[src/rtl/rhps_pkg.sv]
package rhps_pkg;

  localparam int REG_W        = 32;
  localparam int IDX_CONN     = 0;   // read: connected, write: disable port
  localparam int IDX_EN       = 1;   // read: enabled,   write: enable port
  localparam int IDX_SUSP     = 2;   // read: suspended, write: suspend port
  localparam int IDX_RESUME   = 3;   // read: resume busy, write: start resume
  localparam int IDX_RST      = 4;   // read: reset busy, write: start reset
  localparam int IDX_PWR      = 8;   // read: powered,   write: power on
  localparam int IDX_LOSPD    = 9;   // read: low speed, write: power off
  localparam int IDX_CONN_CHG = 16;
  localparam int IDX_EN_CHG   = 17;
  localparam int IDX_SUSP_CHG = 18;
  localparam int IDX_RST_CHG  = 20;

  typedef enum logic [1:0] {
    RS_IDLE   = 2'd0,
    RS_DRIVE  = 2'd1,
    RS_EOP    = 2'd2,
    RS_RESYNC = 2'd3
  } rsm_state_e;

  typedef struct packed {
    logic clr_en;
    logic set_en;
    logic set_susp;
    logic start_resume;
    logic set_rst;
    logic set_pwr;
    logic clr_pwr;
  } port_cmd_t;

  typedef struct packed {
    logic conn;
    logic en;
    logic susp;
    logic rst;
  } chg_t;

endpackage

[src/rtl/rhps_cmd_decode.sv]
module rhps_cmd_decode
  import rhps_pkg::*;
(
  input  logic             wr_en,
  input  logic [REG_W-1:0] wr_data,
  input  logic             conn,
  output port_cmd_t        cmd,
  output logic             illegal,
  output chg_t             chg_clr
);

  logic [REG_W-1:0] w;
  logic             unused_bits;

  assign w = wr_en ? wr_data : '0;
  assign unused_bits = ^{w[REG_W-1:IDX_RST_CHG+1], w[IDX_RST_CHG-1:IDX_SUSP_CHG+1],
                         w[IDX_CONN_CHG-1:IDX_LOSPD+1], w[IDX_PWR-1:IDX_RST+1]};

  always_comb begin
    cmd.clr_en       = w[IDX_CONN];
    cmd.set_en       = w[IDX_EN]   & conn;
    cmd.set_susp     = w[IDX_SUSP] & conn;
    cmd.start_resume = w[IDX_RESUME];
    cmd.set_rst      = w[IDX_RST]  & conn;
    cmd.set_pwr      = w[IDX_PWR];
    cmd.clr_pwr      = w[IDX_LOSPD];
    // a state-changing command on an empty port is refused and flagged
    illegal          = ~conn & (w[IDX_EN] | w[IDX_SUSP] | w[IDX_RST]);
    chg_clr.conn     = w[IDX_CONN_CHG];
    chg_clr.en       = w[IDX_EN_CHG];
    chg_clr.susp     = w[IDX_SUSP_CHG];
    chg_clr.rst      = w[IDX_RST_CHG];
  end

endmodule

[src/rtl/rhps_resume_seq.sv]
module rhps_resume_seq
  import rhps_pkg::*;
#(
  parameter int RESUME_MS = 20,
  parameter int RESYNC_MS = 3
) (
  input  logic clk,
  input  logic rst_n,
  input  logic start,
  input  logic abort,
  input  logic ms_tick,
  output logic drive,
  output logic eop,
  output logic busy,
  output logic done
);

  localparam int MAX_MS = (RESUME_MS > RESYNC_MS) ? RESUME_MS : RESYNC_MS;
  localparam int CW     = $clog2(MAX_MS + 1);
  localparam logic [CW-1:0] LAST_DRV  = CW'(RESUME_MS - 1);
  localparam logic [CW-1:0] LAST_SYNC = CW'(RESYNC_MS - 1);

  rsm_state_e    state;
  logic [CW-1:0] cnt;
  logic          done_q;

  always_ff @(posedge clk) begin
    if (!rst_n) begin
      state  <= RS_IDLE;
      cnt    <= '0;
      done_q <= 1'b0;
    end else begin
      done_q <= 1'b0;
      if (abort) begin
        state <= RS_IDLE;
        cnt   <= '0;
      end else begin
        unique case (state)
          RS_IDLE: if (start) begin
            state <= RS_DRIVE;
            cnt   <= '0;
          end
          RS_DRIVE: if (ms_tick) begin
            if (cnt == LAST_DRV) begin
              state <= RS_EOP;
              cnt   <= '0;
            end else begin
              cnt <= cnt + 1'b1;
            end
          end
          RS_EOP: begin
            state <= RS_RESYNC;
            cnt   <= '0;
          end
          RS_RESYNC: if (ms_tick) begin
            if (cnt == LAST_SYNC) begin
              state  <= RS_IDLE;
              cnt    <= '0;
              done_q <= 1'b1;
            end else begin
              cnt <= cnt + 1'b1;
            end
          end
          default: state <= RS_IDLE;
        endcase
      end
    end
  end

  assign drive = (state == RS_DRIVE);
  assign eop   = (state == RS_EOP);
  assign busy  = (state != RS_IDLE);
  assign done  = done_q;

  // drive phase never outlasts its tick budget
  assert_drive_window_R8: assert property (@(posedge clk) disable iff (!rst_n)
    (state == RS_DRIVE) |-> (32'(cnt) < RESUME_MS));
  // completion only ever follows the resync phase
  assert_done_after_resync_R8: assert property (@(posedge clk) disable iff (!rst_n)
    done_q |-> ($past(state) == RS_RESYNC));
  // the end-of-packet request lasts exactly one cycle
  assert_eop_single_R8: assert property (@(posedge clk) disable iff (!rst_n)
    (eop && !abort) |=> (state == RS_RESYNC));
  // an abort always returns the sequencer to idle
  assert_abort_idle_R11: assert property (@(posedge clk) disable iff (!rst_n)
    abort |=> (state == RS_IDLE && !done_q));

endmodule

[src/rtl/rhps_port_state.sv]
module rhps_port_state
  import rhps_pkg::*;
(
  input  logic      clk,
  input  logic      rst_n,
  input  port_cmd_t cmd,
  input  logic      ev_attach,
  input  logic      ls_detect,
  input  logic      ev_detach,
  input  logic      hw_disable,
  input  logic      reset_done,
  input  logic      resume_done,
  output logic      conn,
  output logic      en,
  output logic      susp,
  output logic      rst,
  output logic      pwr,
  output logic      lospd,
  output logic      en_lost,
  output logic      rst_fin
);

  assign en_lost = en & (ev_detach | hw_disable);
  assign rst_fin = rst & reset_done & ~ev_detach;

  always_ff @(posedge clk) begin
    if (!rst_n) begin
      conn  <= 1'b0;
      en    <= 1'b0;
      susp  <= 1'b0;
      rst   <= 1'b0;
      lospd <= 1'b0;
    end else if (ev_detach) begin
      conn  <= 1'b0;
      en    <= 1'b0;
      susp  <= 1'b0;
      rst   <= 1'b0;
      lospd <= 1'b0;
    end else begin
      if (ev_attach) begin
        conn  <= 1'b1;
        lospd <= ls_detect;
      end
      if (cmd.set_en) en <= 1'b1;
      if (cmd.clr_en || hw_disable) en <= 1'b0;
      if (cmd.set_susp) susp <= 1'b1;
      if (resume_done) susp <= 1'b0;
      if (cmd.set_rst) rst <= 1'b1;
      if (rst_fin) begin
        rst  <= 1'b0;
        en   <= 1'b1;
        susp <= 1'b0;
      end
    end
  end

  // power is independent of the line state; clearing wins a tie
  always_ff @(posedge clk) begin
    if (!rst_n)           pwr <= 1'b0;
    else if (cmd.clr_pwr) pwr <= 1'b0;
    else if (cmd.set_pwr) pwr <= 1'b1;
  end

  // the speed flag never stands without a device
  assert_lospd_needs_conn_R2: assert property (@(posedge clk) disable iff (!rst_n)
    !conn |-> !lospd);
  // a detach empties the port on the next edge
  assert_detach_clears_R2: assert property (@(posedge clk) disable iff (!rst_n)
    ev_detach |=> (!conn && !en && !susp && !rst));
  // a power-off command always lands
  assert_pwr_off_R6: assert property (@(posedge clk) disable iff (!rst_n)
    cmd.clr_pwr |=> !pwr);

endmodule

[src/rtl/rhps_change_bits.sv]
module rhps_change_bits
  import rhps_pkg::*;
#(
  parameter bit FIXED_DEVICE = 1'b0
) (
  input  logic clk,
  input  logic rst_n,
  input  logic conn_evt,
  input  logic illegal,
  input  logic hub_reset,
  input  logic conn,
  input  logic en_lost,
  input  logic susp_done,
  input  logic rst_done,
  input  chg_t chg_clr,
  output chg_t chg
);

  logic set_conn;

  generate
    if (FIXED_DEVICE) begin : g_fixed
      assign set_conn = illegal | (hub_reset & conn);
    end else begin : g_removable
      assign set_conn = illegal | conn_evt;
    end
  endgenerate

  always_ff @(posedge clk) begin
    if (!rst_n) begin
      chg <= '0;
    end else begin
      if (set_conn)          chg.conn <= 1'b1;
      else if (chg_clr.conn) chg.conn <= 1'b0;

      if (en_lost)           chg.en <= 1'b1;
      else if (chg_clr.en)   chg.en <= 1'b0;

      if (rst_done)          chg.susp <= 1'b0;
      else if (susp_done)    chg.susp <= 1'b1;
      else if (chg_clr.susp) chg.susp <= 1'b0;

      if (rst_done)          chg.rst <= 1'b1;
      else if (chg_clr.rst)  chg.rst <= 1'b0;
    end
  end

  // a flag not written with 1 and not hit by reset completion holds
  assert_w0_keeps_R3: assert property (@(posedge clk) disable iff (!rst_n)
    (chg.conn && !chg_clr.conn) |=> chg.conn);
  assert_w0_keeps_en_R3: assert property (@(posedge clk) disable iff (!rst_n)
    (chg.en && !chg_clr.en) |=> chg.en);
  // reset completion drops the suspend-change flag
  assert_pssc_drop_R9: assert property (@(posedge clk) disable iff (!rst_n)
    $rose(chg.rst) |-> !chg.susp);
  // in the removable variant attach or detach always raises connect change
  assert_conn_evt_R10: assert property (@(posedge clk) disable iff (!rst_n)
    (conn_evt && !FIXED_DEVICE) |=> chg.conn);

endmodule

[src/rtl/rh_port_stat_reg.sv]
module rh_port_stat_reg
  import rhps_pkg::*;
#(
  parameter int RESUME_MS    = 20,
  parameter int RESYNC_MS    = 3,
  parameter bit FIXED_DEVICE = 1'b0
) (
  input  logic             clk,
  input  logic             rst_n,
  input  logic             wr_en,
  input  logic [REG_W-1:0] wr_data,
  output logic [REG_W-1:0] rd_data,
  input  logic             ms_tick,
  input  logic             ev_attach,
  input  logic             ls_detect,
  input  logic             ev_detach,
  input  logic             hw_disable,
  input  logic             hub_reset,
  input  logic             reset_done,
  output logic             port_reset,
  output logic             resume_drive,
  output logic             eop_pulse,
  output logic             resume_done
);

  port_cmd_t cmd;
  chg_t      chg_clr, chg;
  logic      illegal;
  logic      conn, en, susp, rst, pwr, lospd;
  logic      en_lost, rst_fin;
  logic      rsm_busy, rsm_done, rsm_start;

  rhps_cmd_decode u_dec (
    .wr_en   (wr_en),
    .wr_data (wr_data),
    .conn    (conn),
    .cmd     (cmd),
    .illegal (illegal),
    .chg_clr (chg_clr)
  );

  assign rsm_start = cmd.start_resume & susp & ~rsm_busy & ~rsm_done & ~ev_detach;

  rhps_resume_seq #(
    .RESUME_MS (RESUME_MS),
    .RESYNC_MS (RESYNC_MS)
  ) u_rsm (
    .clk     (clk),
    .rst_n   (rst_n),
    .start   (rsm_start),
    .abort   (ev_detach),
    .ms_tick (ms_tick),
    .drive   (resume_drive),
    .eop     (eop_pulse),
    .busy    (rsm_busy),
    .done    (rsm_done)
  );

  rhps_port_state u_state (
    .clk         (clk),
    .rst_n       (rst_n),
    .cmd         (cmd),
    .ev_attach   (ev_attach),
    .ls_detect   (ls_detect),
    .ev_detach   (ev_detach),
    .hw_disable  (hw_disable),
    .reset_done  (reset_done),
    .resume_done (rsm_done),
    .conn        (conn),
    .en          (en),
    .susp        (susp),
    .rst         (rst),
    .pwr         (pwr),
    .lospd       (lospd),
    .en_lost     (en_lost),
    .rst_fin     (rst_fin)
  );

  rhps_change_bits #(
    .FIXED_DEVICE (FIXED_DEVICE)
  ) u_chg (
    .clk       (clk),
    .rst_n     (rst_n),
    .conn_evt  (ev_attach | ev_detach),
    .illegal   (illegal),
    .hub_reset (hub_reset),
    .conn      (conn),
    .en_lost   (en_lost),
    .susp_done (rsm_done),
    .rst_done  (rst_fin),
    .chg_clr   (chg_clr),
    .chg       (chg)
  );

  always_comb begin
    rd_data               = '0;
    rd_data[IDX_CONN]     = conn;
    rd_data[IDX_EN]       = en;
    rd_data[IDX_SUSP]     = susp;
    rd_data[IDX_RESUME]   = rsm_busy;
    rd_data[IDX_RST]      = rst;
    rd_data[IDX_PWR]      = pwr;
    rd_data[IDX_LOSPD]    = lospd;
    rd_data[IDX_CONN_CHG] = chg.conn;
    rd_data[IDX_EN_CHG]   = chg.en;
    rd_data[IDX_SUSP_CHG] = chg.susp;
    rd_data[IDX_RST_CHG]  = chg.rst;
  end

  assign port_reset  = rst;
  assign resume_done = rsm_done;

  // a software disable never raises the enable change flag
  assert_sw_disable_quiet_R4: assert property (@(posedge clk) disable iff (!rst_n)
    (wr_en && wr_data[IDX_CONN] && !hw_disable && !ev_detach && !rd_data[IDX_EN_CHG])
    |=> !rd_data[IDX_EN_CHG]);
  // a refused command leaves the empty port unreset
  assert_refused_reset_R5: assert property (@(posedge clk) disable iff (!rst_n)
    (wr_en && wr_data[IDX_RST] && !rd_data[IDX_CONN] && !port_reset) |=> !port_reset);
  // reserved positions stay zero
  assert_reserved_zero_R7: assert property (@(posedge clk) disable iff (!rst_n)
    rd_data[15:10] == '0);
  // resume phases are mutually exclusive at the pins
  assert_phase_excl_R8: assert property (@(posedge clk) disable iff (!rst_n)
    $onehot0({resume_drive, eop_pulse, resume_done}));

endmodule

[config.mk]
export PLATFORM = sky130hd
export DESIGN_NAME = rh_port_stat_reg
export DESIGN_NICKNAME = d
export VERILOG_FILES = /design/src/rtl/rhps_pkg.sv /design/src/rtl/rhps_cmd_decode.sv /design/src/rtl/rhps_resume_seq.sv /design/src/rtl/rhps_port_state.sv /design/src/rtl/rhps_change_bits.sv /design/src/rtl/rh_port_stat_reg.sv
export SDC_FILE = /design/constraint.sdc
export NUM_CORES = 1
export LEC_CHECK = 0
export BUFFER_PORTS_ARGS = -buffer_cell sky130_fd_sc_hd__buf_2
export CAP_MARGIN = 20
export CORE_MARGIN = 1.5
export CORE_UTILIZATION = 42
export CTS_CLUSTER_SIZE = 16
export DETAILED_ROUTE_END_ITERATION = 12
export PLACE_DENSITY = 0.77
export SLEW_MARGIN = 30
export SYNTH_ARGS = -nofsm -noshare
export SYNTH_HDL_FRONTEND = slang
export SYNTH_SLANG_ARGS = --single-unit
[constraint.sdc]
create_clock -name clk -period 1.7 [get_ports clk]
set_input_delay 0 -clock clk [delete_from_list [all_inputs] [get_ports clk]]
set_output_delay 0 -clock clk [all_outputs]
set_load 0.03 [all_outputs]
# --- Yosys cells after proc, flatten, opt, wreduce, memory -nomap -nowiden ---
# Index checks and enable logic that the tools add are counted.
classes:
  n_addsub: 1
  eq_ne: 10
  muxes: 25
  n_bitwise: 23
  reduce_logical: 16
op_table:
  columns: ["operator", "count"]
  rows:
  - ["$mux W5", 5]
  - ["$mux W21", 1]
  - ["$pmux W5 S4", 1]
  - ["$mux W1", 12]
  - ["$and A1 B1 Y1", 11]
  - ["$mux W2", 5]
  - ["$reduce_bool A2 Y1", 5]
  - ["$pmux W2 S4", 1]
  - ["$reduce_or A4 Y1", 2]
  - ["$not A1 Y1", 7]
  - ["$ne A2 B2 Y1 const B", 3]
  - ["$reduce_or A2 Y1", 3]
  - ["$add A5 B1 Y5 const B", 1]
  - ["$eq A5 B2 Y1 const B", 1]
  - ["$eq A5 B5 Y1 const B", 1]
  - ["$or A1 B1 Y1", 5]
  - ["$reduce_and A5 Y1", 1]
  - ["$eq A2 B2 Y1 const B", 2]
  - ["$ne A2 B1 Y1 const B", 2]
  - ["$reduce_and A3 Y1", 1]
  - ["$reduce_bool A3 Y1", 1]
  - ["$reduce_or A3 Y1", 1]
  - ["$eq A2 B1 Y1 const B", 1]
  - ["$logic_not A2 Y1", 1]
  - ["$logic_or A1 B1 Y1", 1]
totals:
  regBits: 18
  output_inout_bits: 36

# --- Logic depth before layout (Yosys ltp) ---
# Gate-level depths: netlist of run 1.
depth:
  ltp_word: 7
  depth_mapped: 6

# --- Modules after synthesis ---
# A second synthesis of run 1 with hierarchy kept.
unflattened:
  hier_cells: 143
  hier_area_um2: 1306.3
by_module_without_submodules:
  columns: ["module", "n_inst", "cells_per_inst", "area_each_um2", "seq_area_each_um2"]
  rows:
  - ["rhps_resume_seq", 1, 60, 595.6, 160.2]
  - ["rh_port_stat_reg", 1, 32, 236.5, 0.0]
  - ["rhps_port_state", 1, 24, 230.2, 120.1]
  - ["rhps_change_bits", 1, 13, 142.6, 80.1]
  - ["rhps_cmd_decode", 1, 14, 101.3, 0.0]

# --- Worst setup path before layout of run 1 ---
# Ideal clock, no wire load.
synth_path:
  kind: "reg-to-reg"
  startpoint: "register u_rsm.state[1]"
  endpoint: "register u_rsm.cnt[2]"
  arrival_ps: 1504
  required_ps: 1608
  path_slack_ps: 104
  path_stages_with_launch: 7
  path_buffers: 0
  synth_period_minus_slack_ps: 1596
  cell_sequence: "dfxtp_1 > inv_1 > ha_1 > inv_1 > o22ai_2 > nand3_1 > o32ai_1"
synth_between:
  word_cells_on_any_way: 14
synth_rtl:
  columns: ["item", "line", "rtl"]
  rows:
  - ["start: declaration", "rhps_resume_seq.sv:23", "rsm_state_e state;"]
  - ["start signal: assignment", "rhps_resume_seq.sv:29", "state <= RS_IDLE;"]
  - ["start signal: assignment", "rhps_resume_seq.sv:35", "state <= RS_IDLE;"]
  - ["start signal: assignment", "rhps_resume_seq.sv:40", "state <= RS_DRIVE;"]
  - ["$eq A2 B1 Y1 (*)", null, null]
  - ["net resume_drive", "rh_port_stat_reg.sv:21", "output logic resume_drive,"]
  - ["$ne A2 B2 Y1 (no line)", null, null]
  - ["$reduce_and A3 Y1 (no line)", null, null]
  - ["end signal: assignment", "rhps_resume_seq.sv:48", "cnt <= cnt + 1'b1;"]
  - ["end signal: assignment", "rhps_resume_seq.sv:61", "cnt <= cnt + 1'b1;"]
  - ["end: declaration", "rhps_resume_seq.sv:24", "logic [CW-1:0] cnt;"]
# The timed path passes the listed nets; every way through them passes the cells marked *.
# A chain may end at the register's enable or synchronous reset.

# --- Worst setup path after layout of run 1 ---
layout_path:
  startpoint: "register u_rsm.cnt[0]"
  endpoint: "register u_rsm.cnt[2]"
layout_between:
  elab_chain_cells: 4
  word_cells_on_any_way: 8
layout_rtl:
  columns: ["item", "line", "rtl"]
  rows:
  - ["$add A5 B1 Y5 (tied with other cells)", "rhps_resume_seq.sv:48, rhps_resume_seq.sv:61", null]
  - ["$mux W5 (on tied branches)", "rhps_resume_seq.sv:56, rhps_resume_seq.sv:44", null]
  - ["$mux W5 (on tied branches)", "rhps_resume_seq.sv:55, rhps_resume_seq.sv:43", null]
  - ["$pmux W5 S4 (*)", "rhps_resume_seq.sv:38", "unique case (state)"]
# Mark *: on every way between the ends. The rest lies on a longest branch, timed or not. The select of a mux whose other input is x is not followed.

==> impl_metrics.tcl, run 1 <==
set metrics [dict create \
    setup_ws_ns 0.131 \
    drive_gt1_share_pct 28.9 \
    ys.flop_type "dfxtp_1" \
    num_antenna_cells 0 \
    drt_iter0_drc 58 \
    antenna_found_initial 0 \
    gp_congestion 0.744 \
    mostFrequentLayoutCell "buf_2" \
    hold_violations 0 \
    die-area_sq_mm 0.00319 \
    clock_latency_ns 0.30 \
    chipWidth_um 56.5 \
    status "complete, no violations" \
    routedWlPerCell_um 11.2 \
    crit_required_ns 1.92 \
    final_nets 237 \
    synth_edf_count 0 \
    syn_avg_cell_area_sq_um 8.41 \
    hold_path_depth 4 \
    seq_area_frac_synth_pct 30.0 \
    cts-root-buf "clkbuf_4" \
    syn2layout_area_growth_pct 22.7 \
    num_vias 1060 \
    fin_crit_sh_pct 92.3 \
    netlist_instances 143 \
    rows 19 \
    cp.arrival_ns 1.79 \
    layout_common_cells "buf_2, conb_1, dfxtp_1, nand2_1, dlygate4sd3_1" \
    place_ws_ns 0.124 \
    cts_tree "built" \
    cts.htree.levels 1 \
    grt_pass1_vias 1017 \
    rr_startpoint "u_rsm.cnt[0]$_SDFFE_PP0P_" \
    cts_max_path_buffers 2 \
    ys_ff_latch 18 \
    synthesis.area_sq_mm 0.00120 \
    max_cap_violations 0 \
    synthArstFlopShare_pct 0 \
    drc 0 \
    r2r_cells 6 \
    critPathKind "flip-flop to flip-flop" \
    hold_end "u_chg.chg[0]$_SDFFE_PN0P_" \
    clock_sinks 18 \
    setup_tns_ns 0 \
    maxSlewViolCount 0 \
    initial_core_util_pct 44.0 \
    power_density_mw_per_mm2 582 \
    core_area_sq_mm 0.00273 \
    worstSetupEndpointType "flip-flop" \
    max_freq_ghz 0.638 \
    synth-warning-count 0 \
    worst_pin_slew_ns 0.509 \
    die_height_um 56.5 \
    slew_headroom_pct 65.7 \
    drtAntennaViolNets 0 \
    grt_pass1_wl_mm 4.17 \
    synth_cell_types 38 \
    overflow 0 \
    skew_ns 0.00354 \
    postRouteWirelength_mm 2.44 \
    grt_max_degree 13 \
    hold_start "wr_data[20]" \
    grt_setup_unrepaired "false" \
    cts_made_buffers 3 \
    io_buffers 34 \
    track_usage_pct 16.5 \
    power.leakage_nw 0.661 \
    cts.clk_slew.worst_paths_ns 0.10 \
    first_pass_iters 4 \
    peakVddDrop_mv 0.468 \
    startpoint_type "flip-flop" \
    timing.rr.end "u_rsm.cnt[2]$_SDFFE_PP0P_" \
    r2r_slack_ns 0.13 \
    viasPerCell 4.86 \
    hold_class "primary input to flip-flop" \
    timing.final.crit_period_ns 1.57 \
    worstPathMaxFanout 5 \
    n_fill_cell 249 \
    finalSetupViolations 0 \
    io_pins 78 \
    hpwl_mm 1.72 \
]
-- through the flow --
step | instance area (sq um) | hold WS (ns) | utilization (%) | cells | power, mW
after detailed placement | 1280 | 0.239 | 47.0 | 200 | 0.578
after global routing | 1480 | 0.0491 | 54.0 | 218 | 0.902
after global placement | 1280 | 0.231 | 47.0 | 200 | 0.579
after floorplan | 1280 | 0.116 | - | 163 | 0.581
final | 1480 | 0.0335 | 54.0 | 218 | 0.858
after CTS | 1440 | 0.0278 | 52.7 | 216 | 0.868
-- power breakdown --
| part | leakage, nW | switching [mW] | internal, mW | total [mW] |
|---|---|---|---|---|
| Clock | 0.0210 | 0.139 | 0.131 | 0.270 |
| Sequential | 0.147 | 0.00393 | 0.425 | 0.429 |
| Combinational | 0.493 | 0.111 | 0.0485 | 0.159 |
-- area by class of cell --
cell class                 count  area [sq um]  share of cell area (%)
tap                           31          38.8                    2.63
timing repair buffer          50           320                    21.7
inverter                       9          33.8                    2.29
clock buffer                   4          36.3                    2.46
sequential                    18           365                    24.8
multi-input combinational    106           681                    46.1
-- flip-flops by register name, indices dropped and copies added (netlist names) --
name and flops:
u_chg.chg 4, u_rsm.cnt 5, u_rsm.done 1, u_rsm.state 2, u_state.conn 1, u_state.en 1
u_state.lospd 1, u_state.pwr 1, u_state.rst 1, u_state.susp 1
-- worst max path at each step --
stage / slack [ns] / startpoint / cells past startpoint / to
floorplan: 0.10 / u_rsm.state[1]$_SDFFE_PP0P_ / 6 / u_rsm.cnt[2]$_SDFFE_PP0P_
global placement: 0.16 / u_rsm.cnt[0]$_SDFFE_PP0P_ / 6 / u_rsm.cnt[2]$_SDFFE_PP0P_
detailed placement: 0.12 / u_rsm.state[1]$_SDFFE_PP0P_ / 6 / u_rsm.cnt[2]$_SDFFE_PP0P_
CTS: 0.10 / u_rsm.cnt[0]$_SDFFE_PP0P_ / 5 / u_rsm.state[1]$_SDFFE_PP0P_
global route: 0.01 / u_rsm.cnt[0]$_SDFFE_PP0P_ / 6 / u_rsm.state[1]$_SDFFE_PP0P_
finish: 0.13 / u_rsm.cnt[0]$_SDFFE_PP0P_ / 6 / u_rsm.cnt[2]$_SDFFE_PP0P_
-- worst max-delay path, stage by stage (launching register included) --
cell      delay, ns
dfxtp_4        0.36
buf_4          0.14
ha_1           0.21
nor4bb_4       0.17
o22ai_4        0.25
nand3_2        0.14
o32ai_1        0.22
-- per-layer routing --
metal  GRT usage [%]  routed length [um]  up-vias
met5               0                   0        -
met4            9.52                  59        0
met3            3.46                 178        6
met2            29.9                1210       57
met1            17.4                 990      469
li1                -                   -      528
-- cells by family after synthesis --
family,Yosys count,synth area share (%)
AOI/OAI and AO/OA,28,16.5
muxes,4,3.43
and+or+nand+nor,46,21.5
other,1,0.312
adders and majority gates,7,7.28
buffers and inverters,39,20.9
DFF,18,30.0
-- timing repair --
action                     in CTS  in global routing
hold buffers                   12                  0
setup endpoints to repair       0                  3
hold endpoints to repair       10                  0
gates resized for setup         0                  7
buffers inserted                0                  2
-- cell usage after synthesis (2+ instances only) --
| cell type | instances | area, sq um |
|---|---|---|
| buf_4 | 28 | 210 |
| nand4_1 | 2 | 12.5 |
| nor3_1 | 2 | 10.0 |
| o211ai_1 | 3 | 22.5 |
| o21ai_1 | 2 | 10.0 |
| nand2b_1 | 2 | 12.5 |
| nand3_1 | 6 | 30.0 |
| nor2b_1 | 2 | 12.5 |
| nor2_1 | 11 | 41.3 |
| a31oi_1 | 2 | 12.5 |
| nand2_1 | 15 | 56.3 |
| dfxtp_1 | 18 | 360 |
| inv_1 | 8 | 30.0 |
| a21boi_0 | 2 | 15.0 |
| mux2i_1 | 3 | 30.0 |
| a21oi_1 | 6 | 30.0 |
| o21ai_0 | 3 | 15.0 |
| clkbuf_1 | 2 | 7.51 |
| ha_1 | 7 | 87.6 |
Note: power is estimated with default switching activity, not from simulation.
==> run 2: changes to the inputs <==
GPL_TIMING_DRIVEN = 0   (was unset)
clock period = 1.6 ns   (was 1.7 ns; I/O delays follow)
==> run 2 against run 1 <==
Critical path depth is 1 lower. Sequential cell count stayed put. Combinational power up 32%. First-iteration DRC count fell by 26%. Non-clock buffer count is 24 higher. Worst hold slack worse by 0.022 ns. Sequential share of layout area down 2.4 points. Power up 3.5%. Clock-buffer cell count decreased by 1. Via count grew 5.6%. Register-to-register slack got worse by 0.07 ns. Maximum frequency grew 2.2%. Largest power group unchanged.
==> impl_metrics.tcl, run 2 (synthesized netlist as in run 1, its figures left out) <==
set metrics [dict create \
    place_ws_ns 0.00757 \
    startpoint_type "flip-flop" \
    worstPathMaxFanout 5 \
    layout.cells.non_filler 241 \
    top_register "u_rsm.cnt" \
    cts.htree.levels 1 \
    io_buffers 34 \
    drtAntennaViolNets 0 \
    crit_required_ns 1.82 \
    core_area_sq_mm 0.00273 \
    worstSetupEndpointType "flip-flop" \
    final_util_pct 59.5 \
    grt_pass1_vias 1014 \
    critPathKind "flip-flop to flip-flop" \
    fin_total_pwr_mw 0.889 \
    peakVddDrop_mv 0.353 \
    routedWlPerCell_um 10.4 \
    track_usage_pct 16.2 \
    fin_crit_sh_pct 96.0 \
    design_area_sq_mm 0.00163 \
    setup_tns_ns 0 \
    cts_made_buffers 3 \
    setup_ws_ns 0.0648 \
    cts_max_path_buffers 2 \
    drive_gt1_share_pct 37.1 \
    grt_setup_unrepaired "true" \
    final_nets 261 \
    cts-root-buf "clkbuf_4" \
    whs_ns 0.0117 \
    rows 19 \
    die_height_um 56.5 \
    reg_top3 "u_rsm.cnt x5, u_chg.chg x4, u_rsm.state x2" \
    drc 0 \
    hold_violations 0 \
    num_vias 1119 \
    postRouteWirelength_mm 2.50 \
    power.leakage_nw 0.779 \
    gp_congestion 0.756 \
    dpl_cell_area_sq_mm 0.00149 \
    skew_ns 0.00392 \
    hold_class "primary input to flip-flop" \
    cp.arrival_ns 1.75 \
    place_inst 228 \
    drt_iter0_drc 43 \
    status "complete, no violations" \
    first_pass_iters 4 \
    power_density_mw_per_mm2 547 \
    largest_reg_flops 5 \
    layout_common_cells "buf_2, buf_4, conb_1, nand2_1, dfxtp_1" \
    grt_pass1_wl_mm 4.20 \
    max_freq_ghz 0.651 \
    antenna_found_initial 0 \
    mostFrequentLayoutCell "buf_2" \
    timing.final.crit_period_ns 1.54 \
    max_cap_violations 0 \
    num_antenna_cells 0 \
    cts_tree "built" \
    chipWidth_um 56.5 \
    overflow 0 \
    maxSlewViolCount 0 \
    grt_max_degree 11 \
    clock_sinks 18 \
    cts.clk_slew.worst_paths_ns 0.10 \
    clock_latency_ns 0.29 \
    die-area_sq_mm 0.00319 \
    finalSetupViolations 0 \
    io_pins 78 \
    initial_core_util_pct 44.0 \
    hpwl_mm 1.87 \
    syn2layout_area_growth_pct 35.2 \
    viasPerCell 4.64 \
]
[run 2: cell count changes in the layout (fill, tap and decap cells not counted)]
cell           previous run  this run
buf_4                     4        29
clkbuf_1                  0         2
clkbuf_8                  1         0
dfxtp_1                  16        15
dfxtp_2                   1         3
dfxtp_4                   1         0
dlygate4sd3_1            12         9
inv_1                     7         8
inv_2                     1         0
o21ai_0                   3         2
o21ai_1                   2         3
[run 2: power breakdown]
part / switching, mW / leakage [nW] / internal [mW]
Sequential: 0.00390 / 0.147 / 0.454
Combinational: 0.124 / 0.618 / 0.0861
Clock: 0.134 / 0.0138 / 0.0874
[run 2: worst max-delay path, stage by stage (launching register included)]
cell and delay, ns:
dfxtp_2 0.38, ha_1 0.23, nor4bb_4 0.30, nor2_1 0.09
nor3_2 0.26, mux2i_1 0.21
[run 2: final cells by class]
type / count / area (sq um)
Tap cell: 31 / 38.8
Inverter: 9 / 33.8
Buffer: 30 / 218
Timing Repair Buffer: 44 / 268
Fill cell: 249 / 1110
Clock buffer: 3 / 22.5
Sequential cell: 18 / 364
Multi-Input combinational cell: 106 / 681
[run 2: metal layers]
| layer | GRT usage [%] | vias to the layer above | routed length (um) |
|---|---|---|---|
| met1 | 18.5 | 494 | 1040 |
| met4 | 7.14 | 0 | 31 |
| met3 | 3.23 | 2 | 192 |
| met5 | 0 | - | 0 |
| li1 | - | 579 | - |
| met2 | 28.9 | 44 | 1240 |
[run 2: path summary, 6_finish.rpt]
path	startpoint	end	slack, ns	cells after the start
worst min register to register	u_chg.chg[2]$_SDFFE_PN0P_	u_chg.chg[2]$_SDFFE_PN0P_	0.47	2
worst max register to register	u_rsm.cnt[0]$_SDFFE_PP0P_	u_rsm.state[1]$_SDFFE_PP0P_	0.06	5
worst max-delay path	u_rsm.cnt[0]$_SDFFE_PP0P_	u_rsm.state[1]$_SDFFE_PP0P_	0.06	5
worst min-delay path	rst_n	u_chg.chg[2]$_SDFFE_PN0P_	0.01	2
[run 2: what timing repair did]
item,in CTS,in global routing
setup buffers,0,1
pin swaps,1,3
hold endpoints to repair,7,0
resized for setup,1,6
setup endpoints to repair,2,5
hold buffers,9,0
